## src/rtl/ocr_pkg.sv

```systemverilog
package ocr_pkg;
  localparam int unsigned DEF_WIDTH = 16;
  localparam int unsigned DEF_GROUP = 4;
endpackage

```

## src/rtl/ora_group_slice.sv

```systemverilog
// One group of bits: local lookahead from the group's carry-in,
// sum bits, and the group generate/propagate summary.
module ora_group_slice #(
  parameter int unsigned GW = 4
) (
  input  logic [GW-1:0] op_a,
  input  logic [GW-1:0] op_b,
  input  logic          carry_in,
  output logic [GW-1:0] sum,
  output logic          grp_gen,
  output logic          grp_prop
);
  logic [GW-1:0] gen;
  logic [GW-1:0] prop;
  logic [GW-1:0] cin_bit;

  assign gen  = op_a & op_b;
  assign prop = op_a | op_b;

  always_comb begin : lookahead
    logic acc;
    logic term;
    for (int j = 0; j < GW; j++) begin
      term = carry_in;
      for (int m = 0; m < j; m++) term = term & prop[m];
      acc = term;
      for (int m = 0; m < j; m++) begin
        term = gen[m];
        for (int k = m + 1; k < j; k++) term = term & prop[k];
        acc = acc | term;
      end
      cin_bit[j] = acc;
    end
  end

  always_comb begin : summary
    logic acc;
    logic term;
    acc = 1'b0;
    for (int m = 0; m < GW; m++) begin
      term = gen[m];
      for (int k = m + 1; k < GW; k++) term = term & prop[k];
      acc = acc | term;
    end
    grp_gen = acc;
  end

  assign grp_prop = &prop;
  assign sum      = op_a ^ op_b ^ cin_bit;
endmodule

```

## src/rtl/ora_ring_carry.sv

```systemverilog
// Cyclic lookahead: the carry into slot i gathers every generate
// around the ring, each gated by the propagates between it and i.
module ora_ring_carry #(
  parameter int unsigned N = 4
) (
  input  logic [N-1:0] gen,
  input  logic [N-1:0] prop,
  output logic [N-1:0] cin
);
  always_comb begin : ring
    logic acc;
    logic term;
    for (int i = 0; i < N; i++) begin
      acc = 1'b0;
      for (int k = 1; k <= N; k++) begin
        term = gen[(i - k + N) % N];
        for (int j = 1; j < k; j++) term = term & prop[(i - j + N) % N];
        acc = acc | term;
      end
      cin[i] = acc;
    end
  end
endmodule

```

## src/rtl/ones_ring_adder.sv

```systemverilog
module ones_ring_adder
  import ocr_pkg::*;
#(
  parameter int unsigned WIDTH   = DEF_WIDTH,
  parameter int unsigned GROUP   = DEF_GROUP,
  parameter bit          REG_OUT = 1'b1
) (
  input  logic             clk,
  input  logic             rst_n,
  input  logic             in_valid,
  output logic             in_ready,
  input  logic [WIDTH-1:0] in_a,
  input  logic [WIDTH-1:0] in_b,
  output logic             out_valid,
  input  logic             out_ready,
  output logic [WIDTH-1:0] out_sum
);
  localparam int unsigned NGRP = WIDTH / GROUP;

  logic [NGRP-1:0]  grp_gen;
  logic [NGRP-1:0]  grp_prop;
  logic [NGRP-1:0]  grp_cin;
  logic [WIDTH-1:0] ring_sum;

  for (genvar g = 0; g < NGRP; g++) begin : g_slice
    ora_group_slice #(.GW(GROUP)) u_slice (
      .op_a     (in_a[g*GROUP +: GROUP]),
      .op_b     (in_b[g*GROUP +: GROUP]),
      .carry_in (grp_cin[g]),
      .sum      (ring_sum[g*GROUP +: GROUP]),
      .grp_gen  (grp_gen[g]),
      .grp_prop (grp_prop[g])
    );
  end

  ora_ring_carry #(.N(NGRP)) u_ring (
    .gen  (grp_gen),
    .prop (grp_prop),
    .cin  (grp_cin)
  );

  // Two-pass reference used only by the checks below.
  logic [WIDTH:0]   ref_wide;
  logic [WIDTH-1:0] ref_sum;
  assign ref_wide = {1'b0, in_a} + {1'b0, in_b};
  assign ref_sum  = ref_wide[WIDTH-1:0] + {{(WIDTH-1){1'b0}}, ref_wide[WIDTH]};


  ring_matches_twopass_chk: assert property (@(posedge clk) disable iff (!rst_n)
    ring_sum == ref_sum);

  complement_all_ones_chk: assert property (@(posedge clk) disable iff (!rst_n)
    (in_a == ~in_b) |-> (ring_sum == {WIDTH{1'b1}}));

  ones_operand_chk: assert property (@(posedge clk) disable iff (!rst_n)
    ((in_b == {WIDTH{1'b1}}) && (in_a != '0)) |-> (ring_sum == in_a));

  zero_only_from_zeros_chk: assert property (@(posedge clk) disable iff (!rst_n)
    (ring_sum == '0) |-> ((in_a == '0) && (in_b == '0)));

  if (REG_OUT) begin : g_reg
    logic             vld_q;
    logic [WIDTH-1:0] sum_q;

    assign in_ready = !vld_q || out_ready;

    always_ff @(posedge clk or negedge rst_n) begin
      if (!rst_n) begin
        vld_q <= 1'b0;
        sum_q <= '0;
      end else if (in_valid && in_ready) begin
        vld_q <= 1'b1;
        sum_q <= ring_sum;
      end else if (out_ready) begin
        vld_q <= 1'b0;
      end
    end

    assign out_valid = vld_q;
    assign out_sum   = sum_q;


    stall_hold_chk: assert property (@(posedge clk) disable iff (!rst_n)
      (out_valid && !out_ready) |=> (out_valid && $stable(out_sum)));

    load_latency_chk: assert property (@(posedge clk) disable iff (!rst_n)
      (in_valid && in_ready) |=> (out_valid && (out_sum == $past(ref_sum))));

    accept_when_empty_chk: assert property (@(posedge clk) disable iff (!rst_n)
      !out_valid |-> in_ready);
  end else begin : g_pass
    assign in_ready  = out_ready;
    assign out_valid = in_valid;
    assign out_sum   = ring_sum;
  end
endmodule

```

## config.mk

```make
export PLATFORM = sky130hd
export DESIGN_NAME = ones_ring_adder
export DESIGN_NICKNAME = d
export VERILOG_FILES = /design/src/rtl/ocr_pkg.sv /design/src/rtl/ora_group_slice.sv /design/src/rtl/ora_ring_carry.sv /design/src/rtl/ones_ring_adder.sv
export SDC_FILE = /design/constraint.sdc
export NUM_CORES = 1
export LEC_CHECK = 0
export BUFFER_PORTS_ARGS = -buffer_cell sky130_fd_sc_hd__buf_2
export CAP_MARGIN = 40
export CORE_MARGIN = 3
export CORE_UTILIZATION = 45
export DETAILED_ROUTE_END_ITERATION = 12
export GPL_TIMING_DRIVEN = 1
export PLACE_DENSITY = 0.71
export SYNTH_ARGS = -nofsm -noshare
export SYNTH_HDL_FRONTEND = slang
export SYNTH_SLANG_ARGS = --single-unit
```

## constraint.sdc

```tcl
create_clock -name clk -period 1.9 [get_ports clk]
set_input_delay 0.38 -clock clk [delete_from_list [all_inputs] [get_ports clk]]
set_output_delay 0.38 -clock clk [all_outputs]
set_load 0.02 [all_outputs]
```

==> summary.txt <==
====================================================================================
Status                                                                  complete, but fails checks
Violated checks                                                         negative setup slack
HPWL after detailed placement                                                3600 µm
Parity-gate share of the synthesized area counting xor and xnor cells          4.47%
YS warnings                                                                        0
Setup repair after global routing missed its margin                             true
Final-report max-slew violation count                                              0
Clock buffers created by TritonCTS                                                 3
Hold buffer count at cts                                                           0
Critical path startpoint category                                          input pin
Placeable core region                                                       3720 µm²
CTS tree                                                                        done
Worst hold-check slack                                                     0.0491 ns
DRC                                                                                0
Pre-CTS worst setup slack                                                  -0.591 ns
Endpoints failing hold                                                             0
Category of the most critical setup path                                      in2reg
First-pass GRT wire length                                                   7910 µm
Pwr dens                                                                  577 nW/µm²
Maximum resistive drop on vdd                                                 253 µV
Gr usage total                                                                 22.1%
Clock transition at the registers of the reported paths                      0.07 ns
Maximum number of pins on one net before global-route repair                      18
Main combinational cell family by area after synthesis                   adder cells
Worst slew margin relative to its limit                                        50.0%
Nature of the critical path endpoint                                        register
Core Rows                                                                         22
Crit path setup slack, layout                                              -0.237 ns
Number of clock sinks seen by CTS                                                 17
Initial standard-cell utilization of the core                                  47.4%
Port-buffer cells                                                                 53
Top cell family by delay on the critical path                            adder cells
Required arrival time at the worst endpoint                                  2.04 ns
Count of max-cap constraint violations                                             0
Simple-gate share of the synthesized area                                      16.3%
Post-placement cell count                                                        343
Count of placed standard cells in the final layout, fillers left out             353
Share of the synthesized area in compound gates (AO/OA/AOI/OAI)                15.9%
Library cells used by synthesis                                                   40
Longest individual stage delay on the worst path                             0.42 ns
Share of the yosys chip area belonging to registers                            24.1%
Gpl congestion                                                                 0.798
Final cycle utilization of the critical path                                    112%
Number of antenna violations at the first check in global routing                  0
Signed area change from the synthesized netlist to the final layout            72.6%
Buffers & Inverters on Critical Path                                               2
Mux cell area share after synthesis                                            3.20%
Hold/Removal Path Class                                                     in2async
Via count                                                                      1,768
I/O pins                                                                          54
Routed length per instance                                                   14.0 µm
ANT nets after route                                                               0
Total congestion overflow after global routing                                     0
Max Clock Skew                                                            0.00270 ns
Slowest stage cell, crit path                                           sky130_fd_sc_hd__fa_1
Arrival time of the worst setup path                                         2.27 ns
Syn Std Cell Area                                                           1760 µm²
Number of cells produced by synthesis                                            201
Post-route cell area                                                        3040 µm²
Power consumption                                                            1.75 mW
Layout filler cell count                                                         217
Vias in the first global route                                                 1,780
Drt via density                                                                 5.01
Critical path, cell by cell                                             buf_12 -> inv_12 -> ha_4 -> nor4_4 -> a21boi_2 -> nor3_2 -> nand2b_1 -> fa_1 -> mux2_2
Clock insertion delay at the later pin of the skew report                    0.25 ns
Final nets                                                                       378
Fraction of the mapped netlist area in adder cells                             27.3%
Synth Register Bits                                                               17
Max clock buf depth                                                                2
Die Ht                                                                       68.6 µm
Total of endpoints with negative setup slack in the final report                  15
Average footprint of a synthesized cell                                     8.76 µm²
DR iter-0 viols                                                                   52
Final WL                                                                     4930 µm
Timing-limited maximum frequency                                             468 MHz
CTS H-tree lvls                                                                    1
Horizontal die dimension                                                     68.6 µm
Layout cell share with drive strength beyond 1                                 63.3%
Commonest cells after routing, fill and taps aside                      48 x sky130_fd_sc_hd__buf_4, 47 x sky130_fd_sc_hd__buf_2, 21 x sky130_fd_sc_hd__inv_1
Number of nets in the synthesized netlist                                        273
Leakage component of the power                                               1.44 nW
Highest net fanout along the worst path                                            3
Post-layout minimum cycle time                                               2.14 ns
Total placed instance area                                                  2590 µm²
Pre-antenna DRT Iters                                                              4
Antenna diode count                                                                0
Library cell used as clock root buffer                                  sky130_fd_sc_hd__clkbuf_8
Commonest non-fill, non-tap cell in the layout                          sky130_fd_sc_hd__buf_4
Full die area                                                               4700 µm²
Transition at the pin with the smallest max-transition slack                0.740 ns
====================================================================================
-- power breakdown --
part	total [mW]	switching (mW)	internal [mW]
Sequential	0.504	0.0514	0.453
Combinational	0.975	0.504	0.471
Clock	0.274	0.128	0.145
Total	1.75	0.684	1.07
-- path summary, 6_finish.rpt --
check | depth (start not counted) | slack (ns) | from | endpoint
worst max-delay path | 9 | -0.24 | in_b[9] | out_sum[12]
max in group asynchronous | 1 | 1.57 | rst_n | out_sum[11]
min in group clk | 2 | 0.33 | in_valid | out_valid
worst min-delay path | 1 | 0.05 | rst_n | out_sum[14]
worst max register to register | 5 | 0.36 | out_valid | out_sum[3]
worst min register to register | 2 | 0.48 | out_sum[15] | out_sum[15]
-- state kept, by name, indices dropped and copies added, names as in the netlist --
name / count
out_sum: 16
out_valid: 1
-- cells by family (layout without fill, tap and decap cells) --
logic type / count (synthesis) / count (layout)
compound gates: 39 / 39
fa+ha+maj: 36 / 36
flops: 17 / 17
buf+inv: 41 / 145
mux: 5 / 5
simple gates: 54 / 54
xor+xnor: 9 / 9
-- per-layer routing --
metal	vias up	track usage, %	part of all wire [%]	wire (µm)
li1	878	-	-	-
met1	850	26.0	41	2030
met2	38	41.4	55	2710
met3	2	2.43	3.4	169
met4	0	6.70	0.39	19
met5	-	0	0	0
-- cell usage after synthesis --
cell type | count | area [µm²]
sky130_fd_sc_hd__a211o_1 | 2 | 17.5
sky130_fd_sc_hd__a211oi_1 | 2 | 15.0
sky130_fd_sc_hd__a21boi_1 | 1 | 7.51
sky130_fd_sc_hd__a21oi_1 | 6 | 30.0
sky130_fd_sc_hd__a21oi_2 | 2 | 17.5
sky130_fd_sc_hd__a21oi_4 | 1 | 16.3
sky130_fd_sc_hd__a221oi_1 | 1 | 8.76
sky130_fd_sc_hd__a22oi_1 | 1 | 7.51
sky130_fd_sc_hd__a311oi_2 | 1 | 15.0
sky130_fd_sc_hd__a31oi_1 | 1 | 6.26
sky130_fd_sc_hd__and2_1 | 2 | 12.5
sky130_fd_sc_hd__and3_1 | 1 | 6.26
sky130_fd_sc_hd__buf_1 | 1 | 3.75
sky130_fd_sc_hd__clkbuf_1 | 2 | 7.51
sky130_fd_sc_hd__dfrtp_1 | 17 | 425
sky130_fd_sc_hd__fa_1 | 4 | 80.1
sky130_fd_sc_hd__ha_1 | 32 | 400
sky130_fd_sc_hd__inv_1 | 35 | 131
sky130_fd_sc_hd__inv_2 | 3 | 11.3
sky130_fd_sc_hd__mux2_2 | 5 | 56.3
sky130_fd_sc_hd__nand2_1 | 15 | 56.3
sky130_fd_sc_hd__nand2b_1 | 3 | 18.8
sky130_fd_sc_hd__nand3_1 | 3 | 15.0
sky130_fd_sc_hd__nand3b_1 | 2 | 15.0
sky130_fd_sc_hd__nor2_1 | 10 | 37.5
sky130_fd_sc_hd__nor2b_1 | 3 | 18.8
sky130_fd_sc_hd__nor3_1 | 7 | 35.0
sky130_fd_sc_hd__nor3b_1 | 2 | 15.0
sky130_fd_sc_hd__nor4_1 | 2 | 12.5
sky130_fd_sc_hd__nor4_2 | 2 | 25.0
sky130_fd_sc_hd__nor4b_1 | 1 | 8.76
sky130_fd_sc_hd__o21a_1 | 2 | 15.0
sky130_fd_sc_hd__o21ai_0 | 7 | 35.0
sky130_fd_sc_hd__o21ai_1 | 7 | 35.0
sky130_fd_sc_hd__o311ai_0 | 1 | 8.76
sky130_fd_sc_hd__o31ai_1 | 1 | 7.51
sky130_fd_sc_hd__o31ai_2 | 3 | 37.5
sky130_fd_sc_hd__or4b_1 | 1 | 10.0
sky130_fd_sc_hd__xnor2_1 | 8 | 70.1
sky130_fd_sc_hd__xor2_1 | 1 | 8.76
-- layout make-up --
| cell class | instances | area (µm²) | share of cell area (%) |
|---|---|---|---|
| inverter | 38 | 168 | 5.51 |
| tap | 48 | 60.1 | 1.98 |
| sequential | 17 | 425 | 14.0 |
| clock buffer | 3 | 41.3 | 1.36 |
| timing repair buffer | 103 | 698 | 23.0 |
| clock inverter | 1 | 5.00 | 0.165 |
| multi-input combinational | 143 | 1640 | 54.0 |
-- what timing repair did --
action,4_1_cts,5_1_grt
resized for setup,44,35
cloned,0,0
setup endpoints to repair,15,16
buffers inserted,4,4
pin swaps,14,23
-- per-stage QoR --
| step | utilization [%] | TNS (ns) |
|---|---|---|
| detailed placement | 69.6 | -7.26 |
| finish | 81.8 | -2.03 |
| CTS | 77.1 | -1.37 |
| global placement | 69.6 | -6.52 |
| global route | 81.8 | -3.31 |
| floorplan | - | -1.66 |
Power figures use the tool's default switching activity.
